$ cat src/rtl/bsp_pkg.sv
package bsp_pkg;
    localparam int BYTE_W = 8;
    localparam int WORD_W = 2 * BYTE_W;
    localparam int SUM_W  = 16;

    typedef enum logic {
        MODE_PAIR = 1'b0,
        MODE_LOW  = 1'b1
    } pack_mode_e;

    // Describes one byte slot travelling from the read stage to the picker
    typedef struct packed {
        logic       valid;
        logic       fresh;   // slot carries a newly read word
        logic       last;    // final byte of the run
        pack_mode_e mode;
    } byte_tag_t;
endpackage

$ cat src/rtl/bsp_issue.sv
module bsp_issue
    import bsp_pkg::*;
#(
    parameter int ADDR_W = 8,
    parameter int CNT_W  = 10
) (
    input  logic              clk,
    input  logic              rst_n,
    input  logic              start_i,
    input  logic [ADDR_W-1:0] base_i,
    input  logic [CNT_W-1:0]  count_i,
    input  logic              mode_i,
    input  logic              pipe_busy_i,
    output logic              accept_o,
    output logic              active_o,
    output logic              mem_rd_o,
    output logic [ADDR_W-1:0] mem_addr_o,
    output byte_tag_t         tag_o
);
    typedef struct packed {
        logic              active;
        logic [CNT_W-1:0]  idx;
        logic [CNT_W-1:0]  cnt;
        logic [ADDR_W-1:0] base;
        pack_mode_e        mode;
    } issue_st_t;

    issue_st_t st_q, st_d;

    logic             last_slot;
    logic             fresh_slot;
    logic [CNT_W-1:0] word_ofs;

    always_comb begin
        st_d       = st_q;
        last_slot  = (st_q.idx == (st_q.cnt - CNT_W'(1)));
        fresh_slot = (st_q.mode == MODE_LOW) || !st_q.idx[0];
        word_ofs   = (st_q.mode == MODE_LOW) ? st_q.idx : (st_q.idx >> 1);
        accept_o   = start_i && !st_q.active && !pipe_busy_i && (count_i != '0);

        if (accept_o) begin
            st_d.active = 1'b1;
            st_d.idx    = '0;
            st_d.cnt    = count_i;
            st_d.base   = base_i;
            st_d.mode   = pack_mode_e'(mode_i);
        end else if (st_q.active) begin
            if (last_slot) begin
                st_d.active = 1'b0;
            end else begin
                st_d.idx = st_q.idx + CNT_W'(1);
            end
        end

        active_o    = st_q.active;
        mem_rd_o    = st_q.active && fresh_slot;
        mem_addr_o  = st_q.base + ADDR_W'(word_ofs);
        tag_o.valid = st_q.active;
        tag_o.fresh = fresh_slot;
        tag_o.last  = last_slot;
        tag_o.mode  = st_q.mode;
    end

    always_ff @(posedge clk or negedge rst_n) begin
        if (!rst_n) begin
            st_q <= '{active: 1'b0, idx: '0, cnt: '0, base: '0, mode: MODE_PAIR};
        end else begin
            st_q <= st_d;
        end
    end

    // a start that lands during a run leaves the captured run unchanged
    a_r9_start_ignored_busy: assert property (@(posedge clk) disable iff (!rst_n)
        (st_q.active && start_i) |=> ($stable(st_q.cnt) && $stable(st_q.base) && $stable(st_q.mode)));

    // in pair mode a word is read once, so reads never sit on adjacent cycles
    a_r1_pair_reads_apart: assert property (@(posedge clk) disable iff (!rst_n)
        (mem_rd_o && st_q.mode == MODE_PAIR) |=> !mem_rd_o);
endmodule

$ cat src/rtl/bsp_lane.sv
module bsp_lane
    import bsp_pkg::*;
(
    input  logic              clk,
    input  logic              rst_n,
    input  byte_tag_t         tag_i,
    input  logic [WORD_W-1:0] rdata_i,
    output logic              pipe_busy_o,
    output logic              byte_valid_o,
    output logic              byte_last_o,
    output logic [BYTE_W-1:0] byte_o
);
    typedef struct packed {
        byte_tag_t         slot;
        logic [BYTE_W-1:0] hold;   // low byte saved for the next slot
    } lane_st_t;

    lane_st_t st_q, st_d;

    always_comb begin
        st_d      = st_q;
        st_d.slot = tag_i;
        if (st_q.slot.valid && st_q.slot.fresh) begin
            st_d.hold = rdata_i[BYTE_W-1:0];
        end

        if (!st_q.slot.fresh) begin
            byte_o = st_q.hold;
        end else if (st_q.slot.mode == MODE_LOW) begin
            byte_o = rdata_i[BYTE_W-1:0];
        end else begin
            byte_o = rdata_i[WORD_W-1 -: BYTE_W];
        end

        byte_valid_o = st_q.slot.valid;
        byte_last_o  = st_q.slot.valid && st_q.slot.last;
        pipe_busy_o  = st_q.slot.valid;
    end

    always_ff @(posedge clk or negedge rst_n) begin
        if (!rst_n) begin
            st_q <= '{slot: '{valid: 1'b0, fresh: 1'b0, last: 1'b0, mode: MODE_PAIR}, hold: '0};
        end else begin
            st_q <= st_d;
        end
    end

    // a held low byte is consumed only right after its word arrived
    a_r2_low_after_high: assert property (@(posedge clk) disable iff (!rst_n)
        (st_q.slot.valid && !st_q.slot.fresh) |-> $past(st_q.slot.valid && st_q.slot.fresh));
endmodule

$ cat src/rtl/bsp_accum.sv
module bsp_accum
    import bsp_pkg::*;
(
    input  logic              clk,
    input  logic              rst_n,
    input  logic              clear_i,
    input  logic              byte_valid_i,
    input  logic              byte_last_i,
    input  logic [BYTE_W-1:0] byte_i,
    output logic [SUM_W-1:0]  sum_o,
    output logic [SUM_W-1:0]  parity_o,
    output logic              done_o
);
    typedef struct packed {
        logic [SUM_W-1:0]  acc_sum;
        logic [BYTE_W-1:0] acc_par;
        logic [SUM_W-1:0]  res_sum;
        logic [BYTE_W-1:0] res_par;
        logic              done;
    } acc_st_t;

    acc_st_t st_q, st_d;

    logic [SUM_W-1:0]  sum_next;
    logic [BYTE_W-1:0] par_next;

    always_comb begin
        st_d      = st_q;
        st_d.done = 1'b0;
        sum_next  = st_q.acc_sum + SUM_W'(byte_i);
        par_next  = st_q.acc_par ^ byte_i;

        if (clear_i) begin
            st_d.acc_sum = '0;
            st_d.acc_par = '0;
        end else if (byte_valid_i) begin
            st_d.acc_sum = sum_next;
            st_d.acc_par = par_next;
            if (byte_last_i) begin
                st_d.res_sum = sum_next;
                st_d.res_par = par_next;
                st_d.done    = 1'b1;
            end
        end

        sum_o    = st_q.res_sum;
        parity_o = {{(SUM_W - BYTE_W){1'b0}}, st_q.res_par};
        done_o   = st_q.done;
    end

    always_ff @(posedge clk or negedge rst_n) begin
        if (!rst_n) begin
            st_q <= '0;
        end else begin
            st_q <= st_d;
        end
    end

    // done lasts one cycle
    a_r8_done_single: assert property (@(posedge clk) disable iff (!rst_n)
        st_q.done |=> !st_q.done);

    // results move only together with done
    a_r10_results_hold: assert property (@(posedge clk) disable iff (!rst_n)
        (!$stable(st_q.res_sum) || !$stable(st_q.res_par)) |-> st_q.done);
endmodule

$ cat src/rtl/bytesum_parity.sv
module bytesum_parity
    import bsp_pkg::*;
#(
    parameter int ADDR_W = 8,
    parameter int CNT_W  = 10
) (
    input  logic              clk,
    input  logic              rst_n,
    input  logic              start_i,
    input  logic [ADDR_W-1:0] base_addr_i,
    input  logic [CNT_W-1:0]  byte_cnt_i,
    input  logic              mode_i,
    output logic              mem_rd_o,
    output logic [ADDR_W-1:0] mem_addr_o,
    input  logic [15:0]       mem_rdata_i,
    output logic [15:0]       sum_o,
    output logic [15:0]       parity_o,
    output logic              done_o,
    output logic              busy_o
);
    logic              accept;
    logic              issue_active;
    logic              pipe_busy;
    byte_tag_t         tag;
    logic              byte_valid;
    logic              byte_last;
    logic [BYTE_W-1:0] byte_val;

    bsp_issue #(
        .ADDR_W (ADDR_W),
        .CNT_W  (CNT_W)
    ) u_issue (
        .clk         (clk),
        .rst_n       (rst_n),
        .start_i     (start_i),
        .base_i      (base_addr_i),
        .count_i     (byte_cnt_i),
        .mode_i      (mode_i),
        .pipe_busy_i (pipe_busy),
        .accept_o    (accept),
        .active_o    (issue_active),
        .mem_rd_o    (mem_rd_o),
        .mem_addr_o  (mem_addr_o),
        .tag_o       (tag)
    );

    bsp_lane u_lane (
        .clk          (clk),
        .rst_n        (rst_n),
        .tag_i        (tag),
        .rdata_i      (mem_rdata_i),
        .pipe_busy_o  (pipe_busy),
        .byte_valid_o (byte_valid),
        .byte_last_o  (byte_last),
        .byte_o       (byte_val)
    );

    bsp_accum u_accum (
        .clk          (clk),
        .rst_n        (rst_n),
        .clear_i      (accept),
        .byte_valid_i (byte_valid),
        .byte_last_i  (byte_last),
        .byte_i       (byte_val),
        .sum_o        (sum_o),
        .parity_o     (parity_o),
        .done_o       (done_o)
    );

    always_comb begin
        busy_o = issue_active || pipe_busy;
    end

    // reads only happen inside a run
    a_r1_read_in_run: assert property (@(posedge clk) disable iff (!rst_n)
        mem_rd_o |-> busy_o);

    // busy falls exactly as done rises, never overlapping
    a_r8_busy_ends_with_done: assert property (@(posedge clk) disable iff (!rst_n)
        $fell(busy_o) |-> done_o);
    a_r8_done_not_busy: assert property (@(posedge clk) disable iff (!rst_n)
        done_o |-> !busy_o);

    // an empty start leaves the engine idle
    a_r6_empty_start_idle: assert property (@(posedge clk) disable iff (!rst_n)
        (start_i && !busy_o && byte_cnt_i == '0) |=> !busy_o);
endmodule

$ cat config.mk
export PLATFORM = sky130hd
export DESIGN_NAME = bytesum_parity
export DESIGN_NICKNAME = d
export VERILOG_FILES = /design/src/rtl/bsp_pkg.sv /design/src/rtl/bsp_issue.sv /design/src/rtl/bsp_lane.sv /design/src/rtl/bsp_accum.sv /design/src/rtl/bytesum_parity.sv
export SDC_FILE = /design/constraint.sdc
export NUM_CORES = 1
export LEC_CHECK = 0
export BUFFER_PORTS_ARGS = -buffer_cell sky130_fd_sc_hd__buf_2
export CAP_MARGIN = 30
export CORE_ASPECT_RATIO = 0.6
export CORE_MARGIN = 8
export CORE_UTILIZATION = 58
export CTS_CLUSTER_SIZE = 30
export DETAILED_ROUTE_END_ITERATION = 6
export PLACE_DENSITY = 0.81
export SYNTH_ARGS = -nofsm -noshare
export SYNTH_HDL_FRONTEND = slang
export SYNTH_SLANG_ARGS = --single-unit
export TNS_END_PERCENT = 5
$ cat constraint.sdc
create_clock -name clk -period 4.3 [get_ports clk]
set_input_delay 0.645 -clock clk [delete_from_list [all_inputs] [get_ports clk]]
set_output_delay 0.645 -clock clk [all_outputs]
set_load 0.005 [all_outputs]
==> impl_metrics.py, run 1 <==
metrics = {
    "layout": {
        "antenna_cells": 0,
        "final_area_sq_um": 5840,
        "fin_nets": 662,
        "area_growth_pct": 9.23,
        "drive_gt1_share_pct": 20.7,
    },
    "clock_tree": {
        "ctsHoldBuffers": 0,
        "cts_max_level": 3,
        "numClockSinks": 91,
        "cts_setup_buffers": 0,
        "cts_made_buffers": 9,
        "cts_buffer_depth": 2,
        "clkLatencyLatePin_ns": 0.35,
        "cts_resized": 0,
        "path_clk_slew_ns": 0.06,
        "cts_tree": "done",
        "root_buffer": "clkbuf_16",
    },
    "worst_setup_path": {
        "crit_chain": "mux2i_1, inv_1, ha_1, a21o_1, a21oi_1, o21bai_1, a21oi_1, o21ai_0, xnor2_1, buf_2",
        "critPathCapture": "mem_addr_o[7]",
        "cpPeakStageDelay_ns": 0.67,
        "worst_setup_path_start_kind": "flip-flop",
        "worstSetupStartpoint": "u_issue.tag_o[0]",
        "crit_cells": 10,
        "cp_max_fo": 12,
        "crit_path_frequent_cell": "a21oi_1",
        "cp.required_ns": 3.65,
        "regToRegSetupSlack_ns": 0.81,
        "cp.arrival_ns": 2.86,
        "endpoint_kind": "output pin",
        "reg2reg_from": "u_lane.st_q[8]",
        "regToRegEndpoint": "u_accum.st_q[45]",
        "reg2reg_depth": 11,
        "cp_slowest_cell": "dfrtp_1",
        "crit_family": "compound AO/OA/AOI/OAI gates",
        "crit_type": "reg2out",
        "crit_buf_inv": 2,
    },
    "synth": {
        "synth_area_leaders": "dfrtp_1 43%, nand2_1 8.5%, xnor2_1 5.1%, mux2i_1 4.9%, buf_4 4.5%",
        "synth-adder-area-share_pct": 4.73,
        "yosys_warnings": 0,
        "synth.distinct_cells": 56,
        "synth_edf_count": 0,
        "yosys.area_share.simple_pct": 16.3,
        "synth_compound_area_share_pct": 12.5,
        "ys.flop_type": "dfrtp_1",
        "synth_top_area_share_pct": 42.6,
        "syn_avg_cell_area_sq_um": 9.37,
        "synth_common_cells": "121 x nand2_1, 91 x dfrtp_1, 35 x o21ai_0",
        "yosysTopAreaCell": "dfrtp_1",
        "synth-seq-area-share_pct": 42.6,
        "synthXorXnorAreaFrac_pct": 6.72,
        "synth_top_family_by_area": "simple AND/OR/NAND/NOR gates",
        "muxShareOfSynthArea_pct": 8.88,
        "ys_ff_latch": 91,
        "yosysMostFrequentCell": "nand2_1",
        "syn_area_sq_um": 5340,
        "synth_cells": 570,
        "async_reset_ff_share_pct": 100,
    },
    "global_route": {
        "grt_pass1_wl_microns": 20500,
        "grt_pass1_vias": 4107,
        "overflow": 0,
        "grt_max_degree": 55,
        "antenna_found_initial": 0,
        "track_usage_pct": 20.1,
    },
    "routing": {
        "drt_first_pass_iters": 5,
        "drtIter0Drc": 370,
        "drc": 0,
        "vias_per_cell": 5.56,
        "wire_per_inst_microns": 16.8,
        "vias": 4038,
        "drt-total-wl_microns": 12200,
        "ant_nets": 0,
    },
    "die": {
        "die_area_sq_um": 12600,
        "io_pins": 81,
        "rows": 27,
        "die_h_microns": 90.3,
        "fp.dieW_microns": 140,
        "core_sq_um": 9050,
        "start_util_pct": 59.0,
    },
    "place": {
        "io_buffers": 72,
        "dp_hpwl_microns": 8920,
        "gp_congestion": 0.854,
        "post_dp_cell_area_sq_um": 5540,
    },
    "power": {
        "power_leakage_nw": 2.78,
        "max-vdd-ir-drop_mv": 0.417,
        "p_per_area_nw_per_um2": 859,
        "totalPowerFinal_mw": 5.02,
    },
    "status": {
        "status": "finished, final reports clean",
    },
    "sta": {
        "skew_ns": 0.00913,
        "slew_violations": 0,
        "setup_viol": 0,
        "finalHoldViolCount": 0,
        "period_share_pct": 81.6,
        "max-slew-margin-rel_pct": 39.2,
        "rsz0062_at_grt": "false",
        "tightest_slew_ns": 0.912,
        "fmax_mhz": 285,
        "finalSetupTns_ns": 0,
        "period_minus_slack_ns": 3.51,
    },
    "min_path": {
        "hold_class": "in2async",
    },
    "run": {
        "cap_violations": 0,
    },
}
-- power by group --
group	internal, mW	switching [mW]
registers	1.24	0.401
clock network	0.466	0.325
logic	1.18	1.40
-- cell usage in the layout (no fill, tap or decap), types with 2 or more instances in the layout --
cell type / synthesis / final
inv_1: 16 / 16
xnor2_1: 31 / 31
clkinvlp_4: 0 / 2
o211ai_1: 4 / 4
or2_2: 2 / 2
and3_1: 3 / 3
o21ai_0: 35 / 35
clkinv_1: 2 / 2
fa_1: 2 / 2
nand4_1: 4 / 4
a21oi_1: 24 / 24
xor2_1: 10 / 10
nand3_1: 12 / 12
nand2_1: 121 / 121
ha_1: 17 / 17
mux2i_1: 26 / 26
a21o_1: 5 / 5
conb_1: 1 / 8
o21bai_1: 5 / 5
mux2_2: 19 / 19
o31ai_1: 4 / 4
clkbuf_16: 0 / 9
buf_2: 6 / 71
or3_2: 4 / 4
clkbuf_1: 17 / 2
nand2b_1: 2 / 2
o21a_1: 10 / 10
dfrtp_1: 91 / 91
a311oi_1: 2 / 2
nor3_1: 7 / 7
nand3b_1: 3 / 3
buf_4: 32 / 5
nor4_1: 3 / 3
a31oi_1: 6 / 6
nor2_1: 19 / 19
a31o_2: 2 / 2
-- cell families (layout without fill, tap and decap cells) --
logic type / count (synthesis) / after routing
and+or+nand+nor: 192 / 192
AOI/OAI and AO/OA: 104 / 104
DFF: 91 / 91
buffers and inverters: 77 / 110
muxes: 45 / 45
xor gates and xnor gates: 41 / 41
adders and majority gates: 19 / 19
other: 1 / 8
-- layout make-up --
type	instances	area (sq um)
clock buffer	12	246
clock inverter	4	50.0
fill	726	3220
inverter	18	67.6
multi-input combinational	409	2660
sequential	91	2280
tap	116	145
timing repair buffer	76	393
-- per-layer routing --
layer	global-route usage, %	wire (microns)	up-vias
met5	0	0	-
met4	5.21	116	0
met3	7.28	1010	12
met2	30.0	5310	135
met1	27.0	5770	1918
li1	-	-	1973
-- sequential cells by signal (all words and copies together), names as in the netlist --
name / flops
u_issue.active_o: 1
u_lane.byte_valid_o: 1
u_accum.st_q: 24
u_lane.st_q: 11
u_issue.st_q: 28
u_accum.sum_o: 16
u_accum.done_o: 1
u_accum.parity_o: 8
u_issue.tag_o: 1
-- per-stage QoR --
step,worst slack [ns],cells,util [%],hold slack (ns)
finish,0.792,726,64.5,0.335
global route,0.472,726,64.5,0.388
CTS,0.789,726,64.5,0.374
detailed placement,0.753,710,61.2,0.460
global placement,0.891,710,61.2,0.460
floorplan,1.12,577,-,0.349
-- how the worst min path moves through the flow --
stage                     depth (start not counted)  slack, ns          endpoint             start
final                                             1       0.34   u_issue.st_q[5]             rst_n
after global placement                            2       0.46  u_accum.sum_o[3]  u_accum.sum_o[3]
after detailed placement                          2       0.46  u_accum.sum_o[2]  u_accum.sum_o[2]
after global routing                              1       0.39   u_issue.st_q[4]             rst_n
after CTS                                         1       0.37  u_accum.sum_o[5]             rst_n
after floorplan                                   0       0.35    u_accum.done_o             rst_n
No activity file was read; power rests on OpenSTA's default activity.
==> run 2: changes to the inputs <==
- CORE_UTILIZATION: 58 -> 52
- PLACE_DENSITY: 0.81 -> 0.77
- clock period: 4.3 -> 3.1 ns (I/O delays scaled with it)
==> run 2 against run 1 <==
Hold slack got worse by 0.029 ns. Non-clock buffer count increased by 14. Power increased by 44%. Die area increased by 9.8%. Global-route usage decreased by 1.8 points. Clock power increased by 39%. Largest cell class unchanged. Highest routed layer unchanged.
==> impl_metrics.py, run 2 (same netlist as run 1, synthesis figures left out) <==
metrics = {
    "global_route": {
        "grt_max_degree": 86,
        "overflow": 0,
        "grt_pass1_wl_microns": 20700,
        "grt_pass1_vias": 4122,
        "antenna_found_initial": 0,
        "track_usage_pct": 18.3,
    },
    "sta": {
        "finalSetupTns_ns": 0,
        "fmax_mhz": 338,
        "tightest_slew_ns": 0.891,
        "period_share_pct": 95.5,
        "setup_viol": 0,
        "finalHoldViolCount": 0,
        "skew_ns": 0.00634,
        "rsz0062_at_grt": "true",
        "slew_violations": 0,
        "max-slew-margin-rel_pct": 40.6,
        "period_minus_slack_ns": 2.96,
    },
    "worst_setup_path": {
        "worst_setup_path_start_kind": "flip-flop",
        "reg2reg_depth": 12,
        "regToRegSetupSlack_ns": 0.18,
        "crit_type": "reg2out",
        "cp.arrival_ns": 2.49,
        "regToRegEndpoint": "u_accum.st_q[45]",
        "reg2reg_from": "u_lane.st_q[8]",
        "worstSetupStartpoint": "u_issue.st_q[19]",
        "cp.required_ns": 2.63,
        "cp_max_fo": 7,
        "endpoint_kind": "output pin",
        "critPathCapture": "mem_addr_o[6]",
    },
    "die": {
        "fp.dieW_microns": 147,
        "die_h_microns": 94.5,
        "rows": 28,
        "start_util_pct": 53.9,
        "io_pins": 81,
        "core_sq_um": 9910,
        "die_area_sq_um": 13900,
    },
    "routing": {
        "drc": 0,
        "wire_per_inst_microns": 16.4,
        "drtIter0Drc": 421,
        "drt-total-wl_microns": 12500,
        "vias": 4153,
        "vias_per_cell": 5.47,
        "ant_nets": 0,
        "drt_first_pass_iters": 5,
    },
    "clock_tree": {
        "cts_made_buffers": 9,
        "clkLatencyLatePin_ns": 0.35,
        "path_clk_slew_ns": 0.06,
        "root_buffer": "clkbuf_16",
        "numClockSinks": 91,
        "cts_max_level": 3,
        "cts_buffer_depth": 2,
        "cts_tree": "done",
    },
    "place": {
        "io_buffers": 72,
        "post_dp_cell_area_sq_um": 5670,
        "dp_hpwl_microns": 9280,
        "gp_congestion": 0.870,
    },
    "layout": {
        "fin_nets": 676,
        "most-common-layout-cells": "121 x nand2_1, 89 x dfrtp_1, 71 x buf_2",
        "largest_reg_flops": 28,
        "final_common_cell": "nand2_1",
        "top_register": "u_issue.st_q",
        "area_growth_pct": 12.7,
        "final_area_sq_um": 6020,
        "antenna_cells": 0,
        "drive_gt1_share_pct": 23.9,
    },
    "power": {
        "power_leakage_nw": 2.84,
        "max-vdd-ir-drop_mv": 0.521,
        "p_per_area_nw_per_um2": 1200,
        "totalPowerFinal_mw": 7.22,
    },
    "run": {
        "cap_violations": 0,
    },
    "status": {
        "status": "finished, final reports clean",
    },
    "min_path": {
        "hold_class": "in2reg",
    },
}
run 2: cell count changes in the layout (fill, tap and decap cells not counted), sizes merged:
cell,change
clkbuf,-2
dlygate4sd3,+1
buf,+13
clkinv,+1
clkinvlp,+1
run 2: worst min path at each step:
stage | end | from | cells after the start | slack [ns]
global route | u_issue.st_q[3] | base_addr_i[2] | 3 | 0.30
CTS | u_issue.st_q[3] | base_addr_i[2] | 3 | 0.29
detailed placement | u_issue.st_q[4] | rst_n | 1 | 0.29
floorplan | u_accum.done_o | rst_n | 0 | 0.17
finish | u_issue.st_q[3] | base_addr_i[2] | 3 | 0.31
global placement | u_issue.st_q[3] | rst_n | 1 | 0.29
run 2: final cells by class:
class                           count  area, sq um
Multi-Input combinational cell    409         2700
Clock buffer                       10          229
Fill cell                         827         3890
Inverter                           18         67.6
Clock inverter                      6         66.3
Timing Repair Buffer               90          513
Tap cell                          135          169
Sequential cell                    91         2280
run 2: routing by layer:
layer / vias up / wire length [microns] / share of wire (%) / global-route usage (%)
met1: 1999 / 5950 / 48 / 25.4
met4: 0 / 174 / 1.4 / 5.29
met5: - / 0 / 0 / 0
met2: 134 / 5370 / 43 / 27.7
li1: 2000 / - / - / -
met3: 20 / 979 / 7.9 / 5.06
run 2: metrics by stage:
stage / worst slack, ns / hold slack, ns / util (%) / instances
3_5_place_dp: -0.0670 / 0.289 / 57.2 / 740
5_1_grt: -0.0112 / 0.300 / 60.7 / 759
3_3_place_gp: 0.0809 / 0.286 / 57.2 / 740
2_1_floorplan: 0.0545 / 0.169 / - / 577
6_report: 0.141 / 0.306 / 60.7 / 759
4_1_cts: 0.000639 / 0.293 / 60.3 / 757
run 2: where the power goes:
group	leakage, nW	switching (mW)	total [mW]	internal [mW]
clock	0.135	0.475	1.10	0.625
combinational	1.59	2.10	3.91	1.81
sequential	1.12	0.488	2.21	1.72
run 2: worst max-delay path, stage by stage, from the launching register on:
cell and delay, ns:
dfrtp_1 0.47, mux2_2 0.30, ha_1 0.19, inv_1 0.07, fa_1 0.20, inv_1 0.05
a21o_1 0.18, a21oi_2 0.17, o21bai_1 0.08, a21oi_1 0.15, xnor2_1 0.14, buf_2 0.14
run 2: timing repair:
item,in CTS,in global routing
endpoints found under the hold margin,6,0
buffers inserted,0,2
hold buffers,1,0
resized for setup,1,8
pin swaps,0,2
endpoints found under the setup margin,1,19
==> run 3: changes to the inputs <==
- CORE_UTILIZATION: 52 -> 35
- PLACE_DENSITY: 0.77 -> not set
==> run 3 against run 2 <==
Sequential share of layout area decreased by 1.1 points. Global-route usage fell by 4.9 points. First-iteration DRC count decreased by 35%. Critical path depth stayed put. Register-to-register slack got worse by 0.03 ns. Critical endpoint unchanged. Largest cell class unchanged. Largest power group unchanged.
==> impl_metrics.py, run 3 (same netlist as run 1, synthesis figures left out) <==
metrics = {
    "layout": {
        "largest_reg_flops": 28,
        "drive_gt1_share_pct": 24.9,
        "most-common-layout-cells": "121 x nand2_1, 88 x dfrtp_1, 71 x buf_2",
        "layoutNonFillerInstCount": 834,
        "fillers": 1521,
        "final_common_cell": "nand2_1",
        "area_growth_pct": 16.1,
        "final_area_sq_um": 6200,
        "antenna_cells": 0,
        "fin_nets": 683,
        "top_register": "u_issue.st_q",
    },
    "routing": {
        "drt_first_pass_iters": 4,
        "vias": 4097,
        "drc": 0,
        "drtIter0Drc": 272,
        "wire_per_inst_microns": 15.5,
        "drt-total-wl_microns": 12900,
        "vias_per_cell": 4.91,
        "ant_nets": 0,
    },
    "power": {
        "p_sw_share_pct": 41.1,
        "max-vdd-ir-drop_mv": 0.498,
        "power_leakage_nw": 2.91,
        "p_sw_mw": 3.04,
        "combPwrFrac_pct": 53.0,
        "p_per_area_nw_per_um2": 1190,
        "seqPwrFrac_pct": 29.7,
        "intPower_mw": 4.36,
        "power_frac_clock_pct": 17.3,
        "totalPowerFinal_mw": 7.41,
    },
    "clock_tree": {
        "cts_tree": "done",
        "numClockSinks": 91,
        "ctsHoldBuffers": 0,
        "clkLatencyLatePin_ns": 0.34,
        "cts_buffer_depth": 2,
        "root_buffer": "clkbuf_16",
        "cts_made_buffers": 9,
        "path_clk_slew_ns": 0.07,
        "cts_max_level": 3,
    },
    "worst_setup_path": {
        "crit_type": "reg2out",
        "worst_setup_path_start_kind": "flip-flop",
        "regToRegSetupSlack_ns": 0.15,
        "cp.required_ns": 2.63,
        "cp.arrival_ns": 2.50,
        "cp_max_fo": 4,
        "endpoint_kind": "output pin",
    },
    "die": {
        "rows": 35,
        "fp.dieW_microns": 176,
        "die_h_microns": 112,
        "io_pins": 81,
        "start_util_pct": 35.3,
        "die_area_sq_um": 19600,
        "core_sq_um": 15200,
    },
    "sta": {
        "skew_ns": 0.00983,
        "setup_ws_ns": 0.136,
        "rsz0062_at_grt": "true",
        "tightest_slew_ns": 1.02,
        "slew_violations": 0,
        "whs_ns": 0.142,
        "finalHoldViolCount": 0,
        "period_share_pct": 95.6,
        "setup_viol": 0,
        "period_minus_slack_ns": 2.96,
        "max-slew-margin-rel_pct": 32.2,
        "fmax_mhz": 337,
    },
    "status": {
        "status": "finished, final reports clean",
    },
    "global_route": {
        "track_usage_pct": 13.4,
        "grt_pass1_vias": 4165,
        "overflow": 0,
        "grt_max_degree": 48,
        "grt_pass1_wl_microns": 21400,
        "antenna_found_initial": 0,
    },
    "place": {
        "placed_cells": 812,
        "dp_hpwl_microns": 9600,
        "post-place-ws_ns": -0.0107,
        "io_buffers": 72,
        "gp_congestion": 0.813,
        "post_dp_cell_area_sq_um": 5790,
    },
    "min_path": {
        "hold_class": "in2async",
    },
    "run": {
        "cap_violations": 0,
    },
}
==> run 3: worst paths after layout <==
path	start	to	cells past startpoint
worst min-delay path	rst_n	u_accum.st_q[28]	1
worst min register to register	u_accum.parity_o[3]	u_accum.parity_o[3]	2
min in group clk	base_addr_i[0]	u_issue.st_q[1]	3
worst max-delay path	u_issue.tag_o[0]	mem_addr_o[6]	11
max in group asynchronous	rst_n	u_issue.st_q[20]	2
worst max register to register	u_lane.st_q[8]	u_accum.st_q[47]	11
==> run 3: power by group through the flow <==
stage	combinational [mW]	clock, mW	sequential (mW)
2_1_floorplan	3.02	0	2.01
5_1_grt	4.43	1.37	2.28
6_report	3.93	1.28	2.20
3_3_place_gp	3.74	0	2.19
3_5_place_dp	3.85	0	2.22
4_1_cts	3.89	1.32	2.20
==> run 3: final cells by class <==
| class | instances | area (sq um) | share of cell area, % |
|---|---|---|---|
| multi-input combinational | 409 | 2690 | 43.3 |
| sequential | 91 | 2280 | 36.8 |
| timing repair buffer | 97 | 563 | 9.08 |
| tap | 203 | 254 | 4.10 |
| clock buffer | 9 | 225 | 3.63 |
| clock inverter | 7 | 124 | 2.00 |
| inverter | 18 | 67.6 | 1.09 |
==> run 3: metrics by stage <==
stage,setup TNS [ns],util (%)
CTS,0,40.6
global route,-0.121,40.9
floorplan,0,-
finish,0,40.9
detailed placement,-0.0107,38.2
global placement,0,38.2
==> run 3: what timing repair did <==
action	in CTS	in global routing
pin swaps	0	1
buffers inserted	1	5
endpoints found under the setup margin	3	12
gates cloned	0	0
gates resized for setup	3	6
==> run 3: metal layers <==
layer | wire length (microns) | share of wire (%) | vias up | GRT usage (%)
met4 | 150 | 1.2 | 0 | 3.94
li1 | - | - | 2016 | -
met5 | 0 | 0 | - | 0
met3 | 803 | 6.2 | 10 | 4.19
met1 | 6680 | 52 | 1984 | 19.5
met2 | 5280 | 41 | 87 | 18.5
==> run 3: critical path: stages, from the launching register on <==
cell and delay [ns]:
dfrtp_2 0.41, mux2_2 0.35, ha_1 0.19, inv_1 0.07, fa_1 0.20, inv_1 0.05, a21o_1 0.18, a21oi_2 0.17
o21bai_1 0.08, a21oi_1 0.18, xnor2_1 0.14, buf_2 0.14
